--- src/rtl/pt_walk_pkg.sv ---
package pt_walk_pkg;

    localparam int VA_W        = 32;
    localparam int OFF_W       = 12;
    localparam int LEVELS      = 2;
    localparam int IDX_W       = (VA_W - OFF_W) / LEVELS;
    localparam int ENTRY_BYTES = 4;
    localparam int ENTRY_SHIFT = $clog2(ENTRY_BYTES);
    localparam int FRAME_W     = VA_W - OFF_W;
    localparam int KIND_W      = 2;

    typedef enum logic [1:0] {
        FLT_NONE = 2'd0,
        FLT_DIR  = 2'd1,
        FLT_LEAF = 2'd2
    } fault_e;

    typedef struct packed {
        logic exec;
        logic user;
        logic wr;
    } perm_t;

    typedef struct packed {
        logic [FRAME_W-1:0] frame;
        logic [7:0]         rsvd;
        perm_t              perm;
        logic               present;
    } pte_t;

    typedef enum logic [2:0] {
        ST_IDLE,
        ST_DIR_RD,
        ST_DIR_WT,
        ST_LEAF_RD,
        ST_LEAF_WT,
        ST_DONE
    } wstate_e;

    function automatic logic [VA_W-1:0] entry_addr(input logic [VA_W-1:0] tbl,
                                                   input logic [IDX_W-1:0] idx);
        logic [VA_W-1:0] scaled;
        scaled = {{(VA_W-IDX_W){1'b0}}, idx} << ENTRY_SHIFT;
        return tbl + scaled;
    endfunction

    function automatic logic [VA_W-1:0] frame_base(input logic [FRAME_W-1:0] frame);
        return {frame, {OFF_W{1'b0}}};
    endfunction

endpackage

--- src/rtl/pt_va_split.sv ---
module pt_va_split
    import pt_walk_pkg::*;
(
    input  logic [VA_W-1:0]              vaddr,
    output logic [LEVELS-1:0][IDX_W-1:0] idx,
    output logic [OFF_W-1:0]             offset
);
    for (genvar g = 0; g < LEVELS; g++) begin : g_level
        assign idx[g] = vaddr[VA_W-1-g*IDX_W -: IDX_W];
    end
    assign offset = vaddr[OFF_W-1:0];
endmodule

--- src/rtl/pt_walk_fsm.sv ---
module pt_walk_fsm
    import pt_walk_pkg::*;
(
    input  logic    clk,
    input  logic    rst,
    input  logic    start,
    input  logic    rsp_valid,
    input  logic    entry_present,
    output wstate_e state
);
    wstate_e nxt;

    always_comb begin
        nxt = state;
        unique case (state)
            ST_IDLE:    if (start) nxt = ST_DIR_RD;
            ST_DIR_RD:  nxt = ST_DIR_WT;
            ST_DIR_WT:  if (rsp_valid) nxt = entry_present ? ST_LEAF_RD : ST_DONE;
            ST_LEAF_RD: nxt = ST_LEAF_WT;
            ST_LEAF_WT: if (rsp_valid) nxt = ST_DONE;
            ST_DONE:    nxt = ST_IDLE;
            default:    nxt = ST_IDLE;
        endcase
    end

    always_ff @(posedge clk) begin
        if (rst) state <= ST_IDLE;
        else     state <= nxt;
    end
endmodule

--- src/rtl/pt_walker.sv ---
module pt_walker
    import pt_walk_pkg::*;
#(
    parameter logic [31:0] ROOT_RST = 32'h0
) (
    input  logic        clk,
    input  logic        rst,
    input  logic        root_we,
    input  logic [31:0] root_wdata,
    input  logic        req_valid,
    output logic        req_ready,
    input  logic [31:0] req_vaddr,
    input  logic [1:0]  req_kind,
    output logic        mem_req_valid,
    output logic [31:0] mem_req_addr,
    input  logic        mem_rsp_valid,
    input  logic [31:0] mem_rsp_data,
    output logic        done,
    output logic [1:0]  fault,
    output logic [31:0] paddr,
    output logic [2:0]  perm,
    output logic [1:0]  res_kind
);
    wstate_e                     state;
    logic [VA_W-1:0]             root_q;
    logic [VA_W-1:0]             tbl_q;
    logic [VA_W-1:0]             va_q;
    logic [KIND_W-1:0]           kind_q;
    logic [VA_W-1:0]             paddr_q;
    perm_t                       perm_q;
    fault_e                      fault_q;
    logic [LEVELS-1:0][IDX_W-1:0] idx;
    logic [OFF_W-1:0]            offset;
    pte_t                        pte;
    logic                        accept;
    logic                        dir_take;
    logic                        leaf_take;

    assign pte       = pte_t'(mem_rsp_data);
    assign req_ready = (state == ST_IDLE);
    assign accept    = req_valid && req_ready;
    assign dir_take  = (state == ST_DIR_WT)  && mem_rsp_valid;
    assign leaf_take = (state == ST_LEAF_WT) && mem_rsp_valid;

    pt_va_split u_split (
        .vaddr  (va_q),
        .idx    (idx),
        .offset (offset)
    );

    pt_walk_fsm u_fsm (
        .clk           (clk),
        .rst           (rst),
        .start         (accept),
        .rsp_valid     (mem_rsp_valid),
        .entry_present (pte.present),
        .state         (state)
    );

    assign mem_req_valid = (state == ST_DIR_RD) || (state == ST_LEAF_RD);
    assign mem_req_addr  = entry_addr(tbl_q, (state == ST_LEAF_RD) ? idx[1] : idx[0]);

    always_ff @(posedge clk) begin
        if (rst) begin
            root_q  <= ROOT_RST;
            tbl_q   <= '0;
            va_q    <= '0;
            kind_q  <= '0;
            paddr_q <= '0;
            perm_q  <= '0;
            fault_q <= FLT_NONE;
        end else begin
            if (root_we) root_q <= root_wdata;
            if (accept) begin
                tbl_q  <= root_q;
                va_q   <= req_vaddr;
                kind_q <= req_kind;
            end
            if (dir_take) begin
                if (pte.present) begin
                    tbl_q <= frame_base(pte.frame);
                end else begin
                    fault_q <= FLT_DIR;
                    paddr_q <= '0;
                    perm_q  <= '0;
                end
            end
            if (leaf_take) begin
                if (pte.present) begin
                    fault_q <= FLT_NONE;
                    paddr_q <= frame_base(pte.frame) | {{(VA_W-OFF_W){1'b0}}, offset};
                    perm_q  <= pte.perm;
                end else begin
                    fault_q <= FLT_LEAF;
                    paddr_q <= '0;
                    perm_q  <= '0;
                end
            end
        end
    end

    assign done     = (state == ST_DONE);
    assign fault    = fault_q;
    assign paddr    = paddr_q;
    assign perm     = perm_q;
    assign res_kind = kind_q;
endmodule

--- config.mk ---
export PLATFORM = sky130hd
export DESIGN_NAME = pt_walker
export DESIGN_NICKNAME = d
export VERILOG_FILES = /design/src/rtl/pt_walk_pkg.sv /design/src/rtl/pt_va_split.sv /design/src/rtl/pt_walk_fsm.sv /design/src/rtl/pt_walker.sv
export SDC_FILE = /design/constraint.sdc
export NUM_CORES = 1
export LEC_CHECK = 0
export ABC_AREA = 1
export BUFFER_PORTS_ARGS = -buffer_cell sky130_fd_sc_hd__buf_2
export CORE_MARGIN = 5
export CORE_UTILIZATION = 30
export DETAILED_ROUTE_END_ITERATION = 8
export GPL_ROUTABILITY_DRIVEN = 0
export PLACE_DENSITY_LB_ADDON = 0.05
export REMOVE_ABC_BUFFERS = 1
export SLEW_MARGIN = 20
export SYNTH_ARGS = -nofsm -noshare
export SYNTH_HDL_FRONTEND = slang
export SYNTH_SLANG_ARGS = --single-unit
--- constraint.sdc ---
create_clock -name clk -period 2.6 [get_ports clk]
set_input_delay 0.26 -clock clk [delete_from_list [all_inputs] [get_ports clk]]
set_output_delay 0.26 -clock clk [all_outputs]
set_load 0.005 [all_outputs]
==> results.sh <==
export IMPL_status="finished, violations left"
export IMPL_violations="setup timing"
export IMPL_rsz0062_at_grt="yes"
export IMPL_synth_async_sr_flop_share_pct=0
export IMPL_wl_per_cell_um=15.8
export IMPL_fp_row_count=53
export IMPL_yosysMostFrequentCell="nand2_1"
export IMPL_portBuffers=168
export IMPL_skew_ns=0.00933
export IMPL_final_cells=1409
export IMPL_initial_utilization_pct=30.6
export IMPL_synthTopCellsByArea="dfxtp_1 43%, nand2_1 13%, nor2_1 8.0%, o21ai_0 7.7%, nand3_1 6.1%"
export IMPL_cts_buffers=17
export IMPL_setup_viol=27
export IMPL_io_pins=177
export IMPL_crit_buf_inv=6
export IMPL_cts_tree="yes"
export IMPL_max_clock_path_buffers=2
export IMPL_reg2reg_slack_ns=0.74
export IMPL_powerDensity_nw_per_um2=677
export IMPL_slew_limit_headroom_pct=50.3
export IMPL_grt_overflow=0
export IMPL_avgSynthCellArea_um2=6.97
export IMPL_clockPowerShare_pct=40.4
export IMPL_insertedDiodeCount=0
export IMPL_worst_slack_ns=-0.352
export IMPL_die_w_um=157
export IMPL_syn_inst=928
export IMPL_hp_class="in2reg"
export IMPL_ir_worst_vdd_uv=401
export IMPL_grt_max_degree=48
export IMPL_chipHeight_um=157
export IMPL_ys_top_cells_by_count="217 x nand2_1, 138 x dfxtp_1, 138 x nor2_1"
export IMPL_yosysTopAreaCellShare_pct=42.7
export IMPL_syn2layout_area_growth_pct=38.6
export IMPL_seqCellArea_um2=2760
export IMPL_clock_latency_ns=0.43
export IMPL_layout_nets=1235
export IMPL_hold_viol=0
export IMPL_finalMaxSlewViolations=0
export IMPL_dpl_hpwl_mm=15.4
export IMPL_cts_root_buf="clkbuf_16"
export IMPL_dr_pass1_iters=4
export IMPL_cp_end_kind="primary output"
export IMPL_drv_cap=0
export IMPL_worst_path_largest_cell_delay_ns=0.36
export IMPL_cpMostUsedCell="buf_6"
export IMPL_multi_input_area_um2=3690
export IMPL_period_needed_ns=2.95
export IMPL_synth_edff_count=0
export IMPL_power_internal_mw=4.15
export IMPL_crit_family="simple AND/OR/NAND/NOR gates"
export IMPL_cp_slowest_cell="ha_1"
export IMPL_fillCellCount=2242
export IMPL_critical_path_arrival_ns=2.69
export IMPL_drive_gt1_share_pct=32.8
export IMPL_swShare_pct=31.7
export IMPL_die_area_um2=24600
export IMPL_ys_seq_elements=138
export IMPL_crit_fanout=7
export IMPL_p_comb_share_pct=19.9
export IMPL_period_share_pct=114
export IMPL_grt_pass1_wl_mm=34.7
export IMPL_syn_area_um2=6470
export IMPL_setup_worst_path_start_class="register"
export IMPL_tightestPinTransition_ns=0.740
export IMPL_ys_types=33
export IMPL_synth_area_leader_cell="dfxtp_1"
export IMPL_placed_area_um2=7740
export IMPL_critical_path_class="reg2out"
export IMPL_vias=6607
export IMPL_grt_pass1_vias=6394
export IMPL_antenna_left=0
export IMPL_drc=0
export IMPL_routed_wl_mm=22.3
export IMPL_pwr_share_seq_pct=39.8
export IMPL_seq_area_frac_synth_pct=42.7
export IMPL_ys_warn_count=0
export IMPL_p_switching_mw=1.93
export IMPL_whs_path_depth=3
export IMPL_cp_required_ns=2.34
export IMPL_clock_sinks=138
export IMPL_cp_depth=18
export IMPL_rr_worst_depth=8
export IMPL_drt_initial_drc_count=276
export IMPL_track_usage_pct=18.0
export IMPL_viasPerCell=4.69
export IMPL_fmax_mhz=339
export IMPL_dp_cells=1363
export IMPL_antenna_found_initial=4
export IMPL_core_um2=21200
export IMPL_p_leak_nw=4.18
export IMPL_clk_pin_slew_ns=0.07
export IMPL_ys_flop_type="dfxtp_1"
export IMPL_fin_area_um2=8960
export IMPL_cp_cell_sequence="inv_2 -> nor2_4 -> nand2_4 -> buf_8 -> buf_6 -> nand2_2 -> o21ai_1 -> ha_1 -> buf_6 -> nand2_4 -> nor2_4 -> nand3_2 -> nand3_2 -> buf_6 -> nand2_2 -> nand2_1 -> nand2_1 -> buf_2"
export IMPL_h_tree_depth=4
[through the flow]
stage / setup WS, ns / total power [mW] / utilization [%] / hold slack (ns) / TNS (ns)
final: -0.352 / 6.07 / 42.4 / 0.0481 / -7.67
after CTS: -0.434 / 6.05 / 40.7 / 0.0303 / -10.04
after global placement: -0.143 / 3.51 / 36.6 / 0.439 / -1.77
after global routing: -0.535 / 6.38 / 42.4 / 0.0389 / -12.14
after floorplan: -0.0476 / 2.97 / - / 0.329 / -0.227
after detailed placement: -0.151 / 3.51 / 36.6 / 0.445 / -2.10
[per-layer routing]
metal | vias up | GRT usage [%] | share of wire (%)
li1 | 3408 | - | -
met1 | 3021 | 24.0 | 48
met2 | 142 | 28.8 | 45
met3 | 28 | 4.45 | 5.5
met4 | 8 | 5.25 | 1.4
met5 | - | 0 | 0.19
[timing repair]
item	4_1_cts	5_1_grt
pin swaps	36	46
gates cloned	2	0
setup endpoints to repair	28	28
setup buffers	6	6
hold buffers	0	0
gates resized for setup	70	82
[worst min-delay path: stages]
cell	delay, ns
buf_2	0.07
nor2_1	0.03
nor2_1	0.08
[path summary, 6_finish.rpt]
check	startpoint	to
min	req_vaddr[8]	va_q[8]
max reg2reg	u_fsm.state[0]	paddr[5]
max	u_fsm.state[0]	mem_req_addr[18]
min reg2reg	va_q[13]	va_q[13]
[power groups by stage]
| stage | clock (mW) | sequential, mW | combinational [mW] |
|---|---|---|---|
| after floorplan | 0 | 2.42 | 0.552 |
| after global placement | 0 | 2.45 | 1.06 |
| after detailed placement | 0 | 2.45 | 1.06 |
| after CTS | 2.51 | 2.41 | 1.13 |
| after global routing | 2.59 | 2.44 | 1.35 |
| final | 2.45 | 2.42 | 1.21 |
[cells in the final DEF (no fill, tap or decap), types with 6 or more instances in the layout]
master / instances
inv_2: 8
o21ai_1: 19
nand3_2: 9
ha_4: 6
nor2_4: 7
nand2_2: 35
buf_4: 45
nand2_4: 14
nor2_1: 128
xor2_2: 8
inv_1: 53
nand2_1: 170
nor3_1: 7
nand3_1: 68
dfxtp_1: 137
a21oi_1: 60
clkbuf_16: 17
o21ai_0: 88
buf_6: 7
a31oi_1: 9
nand4_1: 7
buf_2: 169
[cell families after synthesis]
kind of cell | count (synthesis) | synth area share [%]
xor+xnor | 13 | 1.76
fa+ha+maj | 11 | 2.24
buf+inv | 115 | 8.14
compound gates | 187 | 14.8
simple gates | 464 | 30.3
flops | 138 | 42.7
[final cells by class]
class                           instances  area share, %
Timing Repair Buffer                  225           14.9
Inverter                               64           2.74
Clock buffer                           17           4.75
Clock inverter                         15           1.73
Sequential cell                       138           30.8
Tap cell                              275           3.84
Multi-Input combinational cell        675           41.2
[registers in the layout, summed over array words and instances (netlist names)]
signal and cells:
paddr 32, root_q 32, tbl_q 32, va_q 32
perm 3, u_fsm.state 3, fault 2, res_kind 2
Power figures use the tool's default switching activity.
